**src/rtl/div_occ_pkg.sv**
```systemverilog
package div_occ_pkg;
  typedef struct packed {
    logic vld;
    logic wide;
  } div_tag_t;
endpackage

```
**src/rtl/div_lead_pipe.sv**
```systemverilog
module div_lead_pipe
  import div_occ_pkg::*;
#(
  parameter int unsigned DEPTH = 3
) (
  input  logic     clk_i,
  input  logic     rst_ni,
  input  div_tag_t tag_i,
  output div_tag_t tag_o,
  output logic     pend_o
);
  div_tag_t       stg_q [DEPTH];
  logic [DEPTH-1:0] vld;

  for (genvar i = 0; i < DEPTH; i++) begin : g_stg
    div_tag_t nxt;
    if (i == 0) begin : g_head
      assign nxt = tag_i;
    end else begin : g_body
      assign nxt = stg_q[i-1];
    end
    always_ff @(posedge clk_i or negedge rst_ni) begin
      if (!rst_ni) stg_q[i] <= '0;
      else         stg_q[i] <= nxt;
    end
    assign vld[i] = stg_q[i].vld;
  end

  assign tag_o  = stg_q[DEPTH-1];
  assign pend_o = |vld;
endmodule

```
**src/rtl/div_busy_ctr.sv**
```systemverilog
module div_busy_ctr #(
  parameter int unsigned NARROW_CYC = 32,
  parameter int unsigned WIDE_CYC   = 64,
  localparam int unsigned CW        = $clog2(WIDE_CYC + 1)
) (
  input  logic          clk_i,
  input  logic          rst_ni,
  input  logic          load_i,
  input  logic          wide_i,
  output logic [CW-1:0] cnt_o,
  output logic          busy_o,
  output logic          last_o
);
  logic [CW-1:0] cnt_q;

  // a load wins over the final decrement: back-to-back hold windows
  always_ff @(posedge clk_i or negedge rst_ni) begin
    if (!rst_ni)              cnt_q <= '0;
    else if (load_i)          cnt_q <= wide_i ? CW'(WIDE_CYC) : CW'(NARROW_CYC);
    else if (cnt_q != '0)     cnt_q <= cnt_q - 1'b1;
  end

  assign cnt_o  = cnt_q;
  assign busy_o = (cnt_q != '0);
  assign last_o = (cnt_q == CW'(1));
endmodule

```
**src/rtl/div_wb_delay.sv**
```systemverilog
module div_wb_delay #(
  parameter int unsigned DEPTH = 4
) (
  input  logic clk_i,
  input  logic rst_ni,
  input  logic pulse_i,
  output logic pulse_o,
  output logic pend_o
);
  logic [DEPTH-1:0] sr_q;

  for (genvar i = 0; i < DEPTH; i++) begin : g_sr
    always_ff @(posedge clk_i or negedge rst_ni) begin
      if (!rst_ni) sr_q[i] <= 1'b0;
      else         sr_q[i] <= (i == 0) ? pulse_i : sr_q[(i == 0) ? 0 : i-1];
    end
  end

  assign pulse_o = sr_q[DEPTH-1];
  assign pend_o  = |sr_q;
endmodule

```
**src/rtl/div_occ_tracker.sv**
```systemverilog
module div_occ_tracker
  import div_occ_pkg::*;
#(
  parameter int unsigned LEAD_CYC   = 3,
  parameter int unsigned NARROW_CYC = 32,
  parameter int unsigned WIDE_CYC   = 64,
  parameter int unsigned WB_DLY     = 4
) (
  input  logic clk_i,
  input  logic rst_ni,
  input  logic div_req_i,
  input  logic div_wide_i,
  output logic div_accept_o,
  output logic div_stall_o,
  output logic div_busy_o,
  output logic div_done_o,
  output logic hilo_wr_o,
  output logic hilo_lock_o
);
  localparam int unsigned CW = $clog2(WIDE_CYC + 1);

  div_tag_t      issue_tag, lead_tag;
  logic          lead_pend, busy_last, wb_pend;
  logic [CW-1:0] hold_cnt;
  logic          done_q;

  // free if nothing in lead-in and the hold ends by the cycle before ours starts
  assign div_accept_o = div_req_i && !lead_pend && (hold_cnt <= CW'(LEAD_CYC + 1));
  assign div_stall_o  = div_req_i && !div_accept_o;

  assign issue_tag.vld  = div_accept_o;
  assign issue_tag.wide = div_wide_i;

  div_lead_pipe #(.DEPTH(LEAD_CYC)) i_lead (
    .clk_i  (clk_i),
    .rst_ni (rst_ni),
    .tag_i  (issue_tag),
    .tag_o  (lead_tag),
    .pend_o (lead_pend)
  );

  div_busy_ctr #(.NARROW_CYC(NARROW_CYC), .WIDE_CYC(WIDE_CYC)) i_hold (
    .clk_i  (clk_i),
    .rst_ni (rst_ni),
    .load_i (lead_tag.vld),
    .wide_i (lead_tag.wide),
    .cnt_o  (hold_cnt),
    .busy_o (div_busy_o),
    .last_o (busy_last)
  );

  always_ff @(posedge clk_i or negedge rst_ni) begin
    if (!rst_ni) done_q <= 1'b0;
    else         done_q <= busy_last;
  end

  div_wb_delay #(.DEPTH(WB_DLY)) i_wb (
    .clk_i   (clk_i),
    .rst_ni  (rst_ni),
    .pulse_i (done_q),
    .pulse_o (hilo_wr_o),
    .pend_o  (wb_pend)
  );

  assign div_done_o  = done_q;
  assign hilo_lock_o = lead_pend || div_busy_o || done_q || wb_pend;
endmodule

```
**config.mk**
```make
export PLATFORM = sky130hd
export DESIGN_NAME = div_occ_tracker
export DESIGN_NICKNAME = d
export VERILOG_FILES = /design/src/rtl/div_occ_pkg.sv /design/src/rtl/div_lead_pipe.sv /design/src/rtl/div_busy_ctr.sv /design/src/rtl/div_wb_delay.sv /design/src/rtl/div_occ_tracker.sv
export SDC_FILE = /design/constraint.sdc
export NUM_CORES = 1
export LEC_CHECK = 0
export CAP_MARGIN = 5
export CORE_MARGIN = 2
export CORE_UTILIZATION = 35
export CTS_BUF_LIST = sky130_fd_sc_hd__clkbuf_8
export CTS_CLUSTER_DIAMETER = 50
export DETAILED_ROUTE_END_ITERATION = 7
export PLACE_DENSITY = 0.58
export REMOVE_ABC_BUFFERS = 1
export SLEW_MARGIN = 20
export SYNTH_ARGS = -nofsm -noshare
export SYNTH_HDL_FRONTEND = slang
export SYNTH_HIERARCHICAL = 1
export SYNTH_SLANG_ARGS = --single-unit
```
**constraint.sdc**
```tcl
create_clock -name clk_i -period 2.7 [get_ports clk_i]
set_input_delay 0.54 -clock clk_i [delete_from_list [all_inputs] [get_ports clk_i]]
set_output_delay 0.54 -clock clk_i [all_outputs]
set_load 0.02 [all_outputs]
```
==> results.md, run 1 <==
- Status: completed
- DR vias: ~540
- Worst slack at placement: between 0.2 and 0.25 ns
- CTS tree: done
- Fmax: around 0.4 GHz
- Port bufs: 9
- Post-layout min period: around 2.5 ns
- Commonest non-fill, non-tap cells in the layout: dfrtp_1, clkdlybuf4s50_1, nor3_1
- Drt drc: 0
- Clock power share: between 15 and 20%
- Sw frac: between 30% and 40%
- Synth Cell Area: 729.5 um2
- Commonest non-fill, non-tap cell in the layout: dfrtp_1
- Period utilisation layout: ~93%
- Pwr/cell area: 1166 nW/um2
- Num ports: 10
- DRT Pass-1 Iters: 4
- MaxCap Viol Count: 0
- Final setup vio count: 0
- Clk slew on worst S/H paths: about 0.060 ns
- Final Max Tran Viols: 0
- Clk sinks: 18
- Setup TNS: 0 ns
- Library cells used by synthesis: 25
- GPL Wtd Cong: roughly 0.85
- PnR worst setup slack: 0.2018 ns
- FF+latch count, synth: 18
- DR vias/cell: about 5.1
- Final design utilization: 47.07%
- P_int: between 0.6 and 0.7 mW
- CTS Root Cell: clkbuf_8
- Leakage power: between 0.4 and 0.5 nW
- Combinational Power Share: 42.8%
- First-pass GRT wire length: about 2.4 mm
- WP data required: between 2 and 2.5 ns
- Worst Path Class, Setup: register to output port
- Die area: 2465 um2
- Worst setup EP type: output port
- Syn Area/Cell: between 10 and 15 um2
- Fin Clk Skew: 0.003035 ns
- Post CTS Setup Buffer Count: 0
- Maximum clock path buffer count: 2
- Share of cells above drive strength 1: 13.92%
- Worst-Skew Late Latency: 0.25 ns
- # rows: 16
- Initial antenna violation count: 0
- Drt total wl: approximately 1.4 mm
- Nature of the critical path startpoint: register
- Sw Pwr: between 0.3 and 0.4 mW
- Remaining Overflow, GRT: 0
- Slew headroom: a little under half
- Initial detailed-routing violation count: 4
- Pin count of the biggest net entering global routing: 19
- Worst Path Arrival: 1.96 ns
- Worst Tran Pin Value: a little under 0.8 ns
- Die Width: between 40 and 50 um
- Warnings, synthesis: 6
- Core Footprint: 1962 um2
- Gr usage total: approximately an eighth
- Drt wl/cell: around 13 um
- Vias in the first global route: 510
- Post-route ant nets: 0
- Hold Violations, Final: 0
- Die Y: around 50 um
- Sequential Power Share: 40.8%
- CP Max Fanout: 5
- HPWL after DPL: approximately 1 mm
- Worst vdd ir: around 0.00054 V
- Antenna Cells: 0
- Nets: just under 90
- Syn Inst Count: 64
- Initial Utilization: between 30% and 40%
- Layout area overhead: 26.59%
- Hold crit path type: register to register
- CTS H-tree lvls: 1
- RSZ-0062 raised after global routing: no
- Sequential element share of the synthesized area: slightly above 60%
- CTS Buf Count: 3
[metal layers]
metal  GRT usage (%)  part of all wire [%]  vias up
li1                -                     -      266
met1           16.90                    49      260
met2           19.78                    46       10
met3           5.758                   4.7        2
met4           4.167                  0.72        0
met5               0                     0        -
[metrics by stage]
stage | power, mW | area, um2 | hold WS, ns | cells
finish | 1.076 | 923.4 | 0.3580 | 106
global route | 1.157 | 923.4 | 0.3625 | 106
CTS | 1.089 | 923.4 | 0.3636 | 106
detailed placement | 0.9064 | 879.6 | 0.3418 | 103
global placement | 0.9047 | 879.6 | 0.3348 | 103
floorplan | 0.7220 | 725.7 | 0.2444 | 63
[cells in the mapped netlist]
| master | count | share of area [%] |
|---|---|---|
| a211oi_1 | 1 | 1.0 |
| a21oi_1 | 1 | 0.69 |
| a21oi_2 | 1 | 1.2 |
| a31o_2 | 1 | 1.2 |
| a31oi_1 | 2 | 1.7 |
| and3_1 | 2 | 1.7 |
| and4_1 | 1 | 1.2 |
| buf_1 | 1 | 0.51 |
| dfrtp_1 | 18 | 62 |
| ha_1 | 2 | 3.4 |
| inv_1 | 5 | 2.6 |
| nand2_1 | 3 | 1.5 |
| nand2b_1 | 1 | 0.86 |
| nand3_1 | 1 | 0.69 |
| nor2_1 | 5 | 2.6 |
| nor3_1 | 7 | 4.8 |
| nor3b_1 | 1 | 1.0 |
| o211ai_1 | 1 | 1.0 |
| o21ai_0 | 1 | 0.69 |
| o221ai_1 | 1 | 1.2 |
| o311ai_0 | 1 | 1.2 |
| o32ai_1 | 1 | 1.2 |
| or3_1 | 3 | 2.6 |
| or3b_4 | 1 | 1.5 |
| or4_1 | 2 | 2.1 |
[layout make-up]
| class | count | area, um2 |
|---|---|---|
| fill | 191 | 1039 |
| sequential | 18 | 450.4 |
| multi-input combinational | 40 | 261.5 |
| timing repair buffer | 13 | 117.6 |
| clock buffer | 3 | 41.29 |
| tap | 27 | 33.78 |
| inverter | 5 | 18.77 |
[path summary, 6_finish.rpt]
check                                                      start                                to  slack (ns)  cells past startpoint
worst min-delay path            i_lead/g_stg[2].nxt[0]$_DFF_PN0_         i_lead/tag_o[0]$_DFF_PN0_        0.36                      0
min in group asynchronous                                 rst_ni  i_lead/g_stg[2].nxt[1]$_DFF_PN0_        0.75                      1
worst min register to register  i_lead/g_stg[2].nxt[0]$_DFF_PN0_         i_lead/tag_o[0]$_DFF_PN0_        0.36                      0
max in group asynchronous                                 rst_ni  i_lead/g_stg[2].nxt[0]$_DFF_PN0_        1.46                      1
worst max register to register       i_hold/cnt_o[1]$_DFFE_PN0P_       i_hold/cnt_o[4]$_DFFE_PN0P_        0.95                      5
worst max-delay path                 i_hold/cnt_o[1]$_DFFE_PN0P_                       hilo_lock_o        0.20                      5
[timing repair]
item / in CTS / in global routing
setup endpoints to repair: 2 / 0
hold buffers: 0 / 0
resized for setup: 3 / 0
[cell families after synthesis]
kind of cell | synth area share [%]
AND/OR/NAND/NOR | 20.58
buffers and inverters | 3.087
flip-flops | 61.75
AO/OA/AOI/OAI | 11.15
adder cells (fa/ha/maj) | 3.430
[registers in the layout, summed over array words and instances (netlist names)]
signal,flops
i_wb/pulse_o,1
div_done_o,1
i_wb/sr_q,3
i_lead/tag_o,2
i_hold/cnt_o,7
i_lead/g_stg.nxt,4
[critical path: stages (launching register included)]
cell and delay, ns:
dfrtp_1 0.42, inv_1 0.09, ha_1 0.23, nand3_1 0.11
or4_1 0.52, dlygate4sd2_1 0.33
[power by group through the flow]
stage                     clock (mW)  combinational (mW)  sequential, mW
final                          0.176               0.461           0.439
after floorplan                    0               0.280           0.442
after detailed placement           0               0.466           0.441
after CTS                      0.185               0.465           0.439
after global routing           0.196               0.506           0.455
after global placement             0               0.468           0.436
No activity file was read; power rests on OpenSTA's default activity.
==> run 2, diff against run 1 <==
--- a/config.mk
+++ b/config.mk
@@ -5,7 +5,7 @@
 export SDC_FILE = /design/constraint.sdc
 export NUM_CORES = 1
 export LEC_CHECK = 0
-export CAP_MARGIN = 5
+export CAP_MARGIN = 20
 export CORE_MARGIN = 2
 export CORE_UTILIZATION = 35
 export CTS_BUF_LIST = sky130_fd_sc_hd__clkbuf_8
==> results of run 2 <==
Same layout as run 1: the final DEF is identical, and so are final timing and power.
